--- src/rtl/mlvl_decomp_pkg.sv ---
package mlvl_decomp_pkg;

  // Switching pattern chosen from the total active value
  typedef enum logic {
    PAT_TWO_HIGH = 1'b0,   // total active value 2
    PAT_ONE_HIGH = 1'b1    // total active value 1
  } pattern_e;

  localparam int FRAC_BITS = 16;

endpackage

--- src/rtl/mlvl_phase_split.sv ---
module mlvl_phase_split #(
  parameter int N_LEVELS = 5,
  parameter int FRAC_W   = 16,
  localparam int LVL_W   = $clog2(N_LEVELS),
  localparam int REF_W   = LVL_W + FRAC_W,
  localparam int DUTY_W  = FRAC_W + 1
) (
  input  logic [REF_W-1:0]  ref_i,
  output logic [LVL_W-1:0]  base_o,
  output logic [DUTY_W-1:0] duty_o
);

  localparam logic [LVL_W-1:0] LVL_TOP  = LVL_W'(N_LEVELS - 1);
  localparam logic [LVL_W-1:0] LVL_CAP  = LVL_W'(N_LEVELS - 2);
  localparam logic [REF_W-1:0] REF_TOP  = {LVL_TOP, {FRAC_W{1'b0}}};

  logic [REF_W-1:0] clipped;
  logic [LVL_W-1:0] int_part;
  logic [REF_W-1:0] diff;

  always_comb begin
    // saturate out-of-range references to the top level
    clipped  = (ref_i > REF_TOP) ? REF_TOP : ref_i;
    int_part = clipped[REF_W-1:FRAC_W];
    // the top level keeps the active part inside 0..1
    base_o   = (int_part >= LVL_TOP) ? LVL_CAP : int_part;
    diff     = clipped - {base_o, {FRAC_W{1'b0}}};
    duty_o   = diff[DUTY_W-1:0];
  end

endmodule

--- src/rtl/mlvl_pattern_pick.sv ---
module mlvl_pattern_pick
  import mlvl_decomp_pkg::*;
#(
  parameter int N_LEVELS = 5,
  localparam int LVL_W   = $clog2(N_LEVELS),
  localparam int SUM_W   = LVL_W + 2,
  localparam int FE_W    = SUM_W + 2
) (
  input  logic [3*LVL_W-1:0] base_abc,
  output logic               sel_ok,
  output pattern_e           sel_pat
);

  localparam int FE_TOTAL = 3 * (N_LEVELS - 1) / 2;

  logic [SUM_W-1:0]       base_sum;
  logic signed [FE_W-1:0] fe;

  always_comb begin
    base_sum = '0;
    for (int k = 0; k < 3; k++)
      base_sum = base_sum + SUM_W'(base_abc[k*LVL_W +: LVL_W]);
    fe      = FE_W'(FE_TOTAL) - FE_W'(base_sum);
    sel_ok  = (fe == FE_W'(1)) || (fe == FE_W'(2));
    sel_pat = (fe == FE_W'(1)) ? PAT_ONE_HIGH : PAT_TWO_HIGH;
  end

endmodule

--- src/rtl/mlvl_ref_decomp.sv ---
module mlvl_ref_decomp
  import mlvl_decomp_pkg::*;
#(
  parameter int N_LEVELS = 5,
  parameter int FRAC_W   = FRAC_BITS,
  localparam int LVL_W   = $clog2(N_LEVELS),
  localparam int REF_W   = LVL_W + FRAC_W,
  localparam int DUTY_W  = FRAC_W + 1
) (
  input  logic                clk,
  input  logic                rst_n,
  input  logic                in_valid,
  output logic                in_ready,
  input  logic [3*REF_W-1:0]  ref_abc,
  output logic                out_valid,
  input  logic                out_ready,
  output logic [3*LVL_W-1:0]  base_abc,
  output logic [3*DUTY_W-1:0] duty_abc,
  output logic                pattern_o,
  output logic                err_o
);

  generate
    if ((N_LEVELS % 2) == 0 || N_LEVELS < 3) begin : g_bad_levels
      $error("N_LEVELS must be odd and at least 3");
    end
  endgenerate

  localparam logic [DUTY_W-1:0] DUTY_ONE = DUTY_W'(1) << FRAC_W;

  logic [3*LVL_W-1:0]  base_c;
  logic [3*DUTY_W-1:0] duty_c;
  logic                sel_ok;
  pattern_e            sel_pat;
  logic                in_fire;

  for (genvar p = 0; p < 3; p++) begin : g_phase
    mlvl_phase_split #(.N_LEVELS(N_LEVELS), .FRAC_W(FRAC_W)) u_split (
      .ref_i  (ref_abc[p*REF_W +: REF_W]),
      .base_o (base_c[p*LVL_W +: LVL_W]),
      .duty_o (duty_c[p*DUTY_W +: DUTY_W])
    );
  end

  mlvl_pattern_pick #(.N_LEVELS(N_LEVELS)) u_pick (
    .base_abc (base_c),
    .sel_ok   (sel_ok),
    .sel_pat  (sel_pat)
  );

  assign in_ready = !out_valid || out_ready;
  assign in_fire  = in_valid && in_ready;

  always_ff @(posedge clk) begin
    if (!rst_n) begin
      out_valid <= 1'b0;
      base_abc  <= '0;
      duty_abc  <= '0;
      pattern_o <= PAT_TWO_HIGH;
      err_o     <= 1'b0;
    end else begin
      if (in_fire) begin
        out_valid <= 1'b1;
        base_abc  <= base_c;
        duty_abc  <= duty_c;
        err_o     <= !sel_ok;
        if (sel_ok) pattern_o <= sel_pat;
      end else if (out_ready) begin
        out_valid <= 1'b0;
      end
    end
  end

  for (genvar p = 0; p < 3; p++) begin : g_chk

    base_range_chk: assert property (@(posedge clk) disable iff (!rst_n)
      base_abc[p*LVL_W +: LVL_W] <= LVL_W'(N_LEVELS - 2));

    duty_range_chk: assert property (@(posedge clk) disable iff (!rst_n)
      duty_abc[p*DUTY_W +: DUTY_W] <= DUTY_ONE);
  end


  pattern_hold_chk: assert property (@(posedge clk) disable iff (!rst_n)
    (in_fire && !sel_ok) |=> ($stable(pattern_o) && err_o));


  fire_to_valid_chk: assert property (@(posedge clk) disable iff (!rst_n)
    in_fire |=> out_valid);


  stall_hold_chk: assert property (@(posedge clk) disable iff (!rst_n)
    (out_valid && !out_ready) |=> (out_valid && $stable(base_abc)
      && $stable(duty_abc) && $stable(pattern_o) && $stable(err_o)));

endmodule

--- config.mk ---
export PLATFORM = sky130hd
export DESIGN_NAME = mlvl_ref_decomp
export DESIGN_NICKNAME = d
export VERILOG_FILES = /design/src/rtl/mlvl_decomp_pkg.sv /design/src/rtl/mlvl_phase_split.sv /design/src/rtl/mlvl_pattern_pick.sv /design/src/rtl/mlvl_ref_decomp.sv
export SDC_FILE = /design/constraint.sdc
export NUM_CORES = 1
export LEC_CHECK = 0
export ABC_AREA = 1
export BUFFER_PORTS_ARGS = -buffer_cell sky130_fd_sc_hd__buf_2
export CORE_UTILIZATION = 45
export DETAILED_ROUTE_END_ITERATION = 8
export GPL_TIMING_DRIVEN = 0
export PLACE_DENSITY_LB_ADDON = 0.2
export SLEW_MARGIN = 20
export SYNTH_ARGS = -nofsm -noshare
export SYNTH_HDL_FRONTEND = slang
export SYNTH_HIERARCHICAL = 1
export SYNTH_SLANG_ARGS = --single-unit
--- constraint.sdc ---
create_clock -name clk -period 3.81 [get_ports clk]
set_input_delay 1.143 -clock clk [delete_from_list [all_inputs] [get_ports clk]]
set_output_delay 1.143 -clock clk [all_outputs]
set_load 0.02 [all_outputs]
==> metrics.cfg <==
[run_status]
status = completed

[timing]
period_needed_ns = 3.62
hold_viol = 0
rsz0062_at_grt = false
finalSetupViolCount = 0
drv_slew = 0
clock_skew_ns = 0.00309
min_period_over_period_pct = 95.1
setup_ws_ns = 0.188
fmax_mhz = 276

[detailed_routing]
wirelength_mm = 8.09
num_vias = 3297
drt-initial-drc-count = 89
dr_wl_met3_um = 387
dr.pass1.iters = 4
topRoutingLayerUsed = met4
wl_per_cell_um = 11.1
routed_via_density = 4.54
met1_length_mm = 3.70
wl_met2_mm = 3.87
postRouteAntennaNets = 0
drc_errors = 0

[power_and_ir_drop]
powerDensity_mw_per_mm2 = 390
finalPower_w = 0.00168
ir_worst_vdd_v = 0.000203
p_leak_nw = 2.29

[grt]
overflow = 0
grt_pass1_vias = 2958
grt_usage_pct = 22.0
antenna_found_initial = 0
grt_max_degree = 11
grt_pass1_wl_mm = 13.1

[critical_path]
critPathLaunchType = input port
crit_path_end_kind = flop
worstSetupPathType = input port to flop
cp.arrival_ns = 3.86
cp.required_ns = 4.05
crit_fanout = 9

[synthesis]
synth_xor_area_share_pct = 0.258
yosys.area_share.simple_pct = 23.3
synth_compound_area_share_pct = 19.5
yosys.area_share.adder_pct = 4.95
ys_warn_count = 6
syn_area_mm2 = 0.00339
syn_inst = 491
syn_area_per_cell_um2 = 6.90
ys_ff_latch = 63
yosysUniqueCellTypes = 25
ys_seq_area_share_pct = 37.2
syn_nets = 563
synth_top_family_by_area = simple AND/OR/NAND/NOR gates
yosys-mux-area-fraction_pct = 0

[cts]
cts_max_level = 3
postCtsHoldBufs = 0
clk_latency_ns = 0.34
clkTransAtPathRegs_ns = 0.07
clockRootBuffer = clkbuf_8
cts_buffers = 9
clockBufferDepth = 2
cts_tree = built
numClockSinks = 63

[floorplan]
ios = 125
placementRows = 31
dieArea_mm2 = 0.00788
die_height_um = 88.8
core_mm2 = 0.00725
die_w_um = 88.8
initial_core_util_pct = 46.7

[placed_design]
hpwlAfterDp_mm = 6.28
pre_cts_slack_ns = -0.230
place_inst = 710
place_area_mm2 = 0.00411
port_buffers = 120
place.gp.congestion = 0.839

[cells_and_area]
utilization_pct = 59.5
fillCellCount = 752
drive_above_1_share_pct = 34.0
n_antenna_cell = 0
nNetsFinal = 694
area_growth_pct = 27.3
postLayoutCellArea_mm2 = 0.00431
instances_no_fill = 726

[worst_hold_path]
hold_path.class = flop to flop

[job]
maxCapViolations = 0

-- per-layer routing --
| layer | vias to the layer above | global-route usage, % |
|---|---|---|
| li1 | 1749 | - |
| met1 | 1453 | 26.6 |
| met2 | 80 | 37.0 |
| met3 | 15 | 5.13 |
| met4 | 0 | 10.1 |
| met5 | - | 0 |
-- synthesized netlist by cell type --
cell type,instances,area [µm²]
a21boi_0,1,7.51
clkbuf_2,2,10.0
nor2_2,7,43.8
clkbuf_1,8,30.0
buf_2,12,60.1
conb_1,3,11.3
a21oi_1,18,90.1
nand4_1,1,6.26
inv_4,1,6.26
o21ai_0,51,255
fa_1,4,80.1
nand3_1,1,5.00
nand3_2,4,40.0
buf_4,9,67.6
nor2_1,149,559
ha_1,7,87.6
dfxtp_1,63,1260
inv_2,7,26.3
nand2_4,2,22.5
a21oi_2,30,263
o21ai_1,9,45.0
xnor2_1,1,8.76
nand2_1,30,113
buf_6,3,33.8
inv_1,68,255
-- final timing paths --
| path | startpoint | depth (start not counted) | slack [ns] | endpoint |
|---|---|---|---|---|
| min reg2reg | err_o$_SDFFE_PN0P_ | 2 | 0.47 | err_o$_SDFFE_PN0P_ |
| max | ref_abc[18] | 18 | 0.19 | pattern_o$_SDFFE_PN0P_ |
| max reg2reg | out_valid$_SDFFE_PN0P_ | 6 | 2.70 | base_abc[1]$_SDFFE_PN0P_ |
| min | err_o$_SDFFE_PN0P_ | 2 | 0.47 | err_o$_SDFFE_PN0P_ |
-- layout by cell type (no fill, tap or decap), drive strengths merged --
cell    instances
ha              7
nand4           1
clkbuf         24
nor2          156
a21oi          48
clkinv          3
conb            3
bufinv          1
dfxtp          63
fa              4
o21ai          60
nand3           5
inv            76
buf           142
xnor2           1
a21boi          1
nand2          32
-- critical path, cell delays in order --
cell and delay, ns:
buf_2 0.18, inv_1 0.10, nand2_1 0.10, inv_1 0.05
fa_1 0.44, ha_1 0.32, ha_2 0.21, fa_1 0.37
inv_1 0.07, fa_1 0.41, inv_1 0.06, nor2_1 0.04
nand3_2 0.08, nor2_2 0.04, nand3_1 0.10, nand2_1 0.05
inv_1 0.05, nor2_1 0.03
-- final cells by class --
type / count / area (µm²) / share of cell area, %
multi-input combinational: 318 / 1640 / 38.1
timing repair buffer: 120 / 601 / 13.9
inverter: 76 / 288 / 6.67
clock inverter: 4 / 45.0 / 1.04
clock buffer: 12 / 145 / 3.37
sequential: 63 / 1260 / 29.2
tap: 99 / 124 / 2.87
buffer: 34 / 206 / 4.79
-- per-stage QoR --
| stage | hold WS, ns | TNS (ns) |
|---|---|---|
| after floorplan | 0.554 | 0 |
| after global placement | 0.447 | -0.248 |
| after detailed placement | 0.463 | -0.435 |
| after CTS | 0.479 | 0 |
| after global routing | 0.499 | 0 |
| final | 0.471 | 0 |
-- kinds of logic after synthesis --
group	Yosys count
AOI/OAI and AO/OA	109
and+or+nand+nor	194
buffers and inverters	110
xor gates and xnor gates	1
DFF	63
other	3
adders and majority gates	11
-- what timing repair did --
item	CTS	global route
resized for setup	0	4
endpoints found under the setup margin	0	2
setup buffers	0	0
hold endpoints to repair	0	0
-- flip-flops by register name, indices dropped and copies added (netlist names) --
signal and cells:
pattern_o 1, out_valid 1, err_o 1, base_abc 9
duty_abc 51
-- report_power, final --
part / total, W / switching, W / internal, W
logic: 0.000378 / 0.000234 / 0.000144
registers: 0.000732 / 0.0000241 / 0.000708
clock network: 0.000572 / 0.000255 / 0.000317
total: 0.00168 / 0.000513 / 0.00117
(Power assumes the default switching activity.)
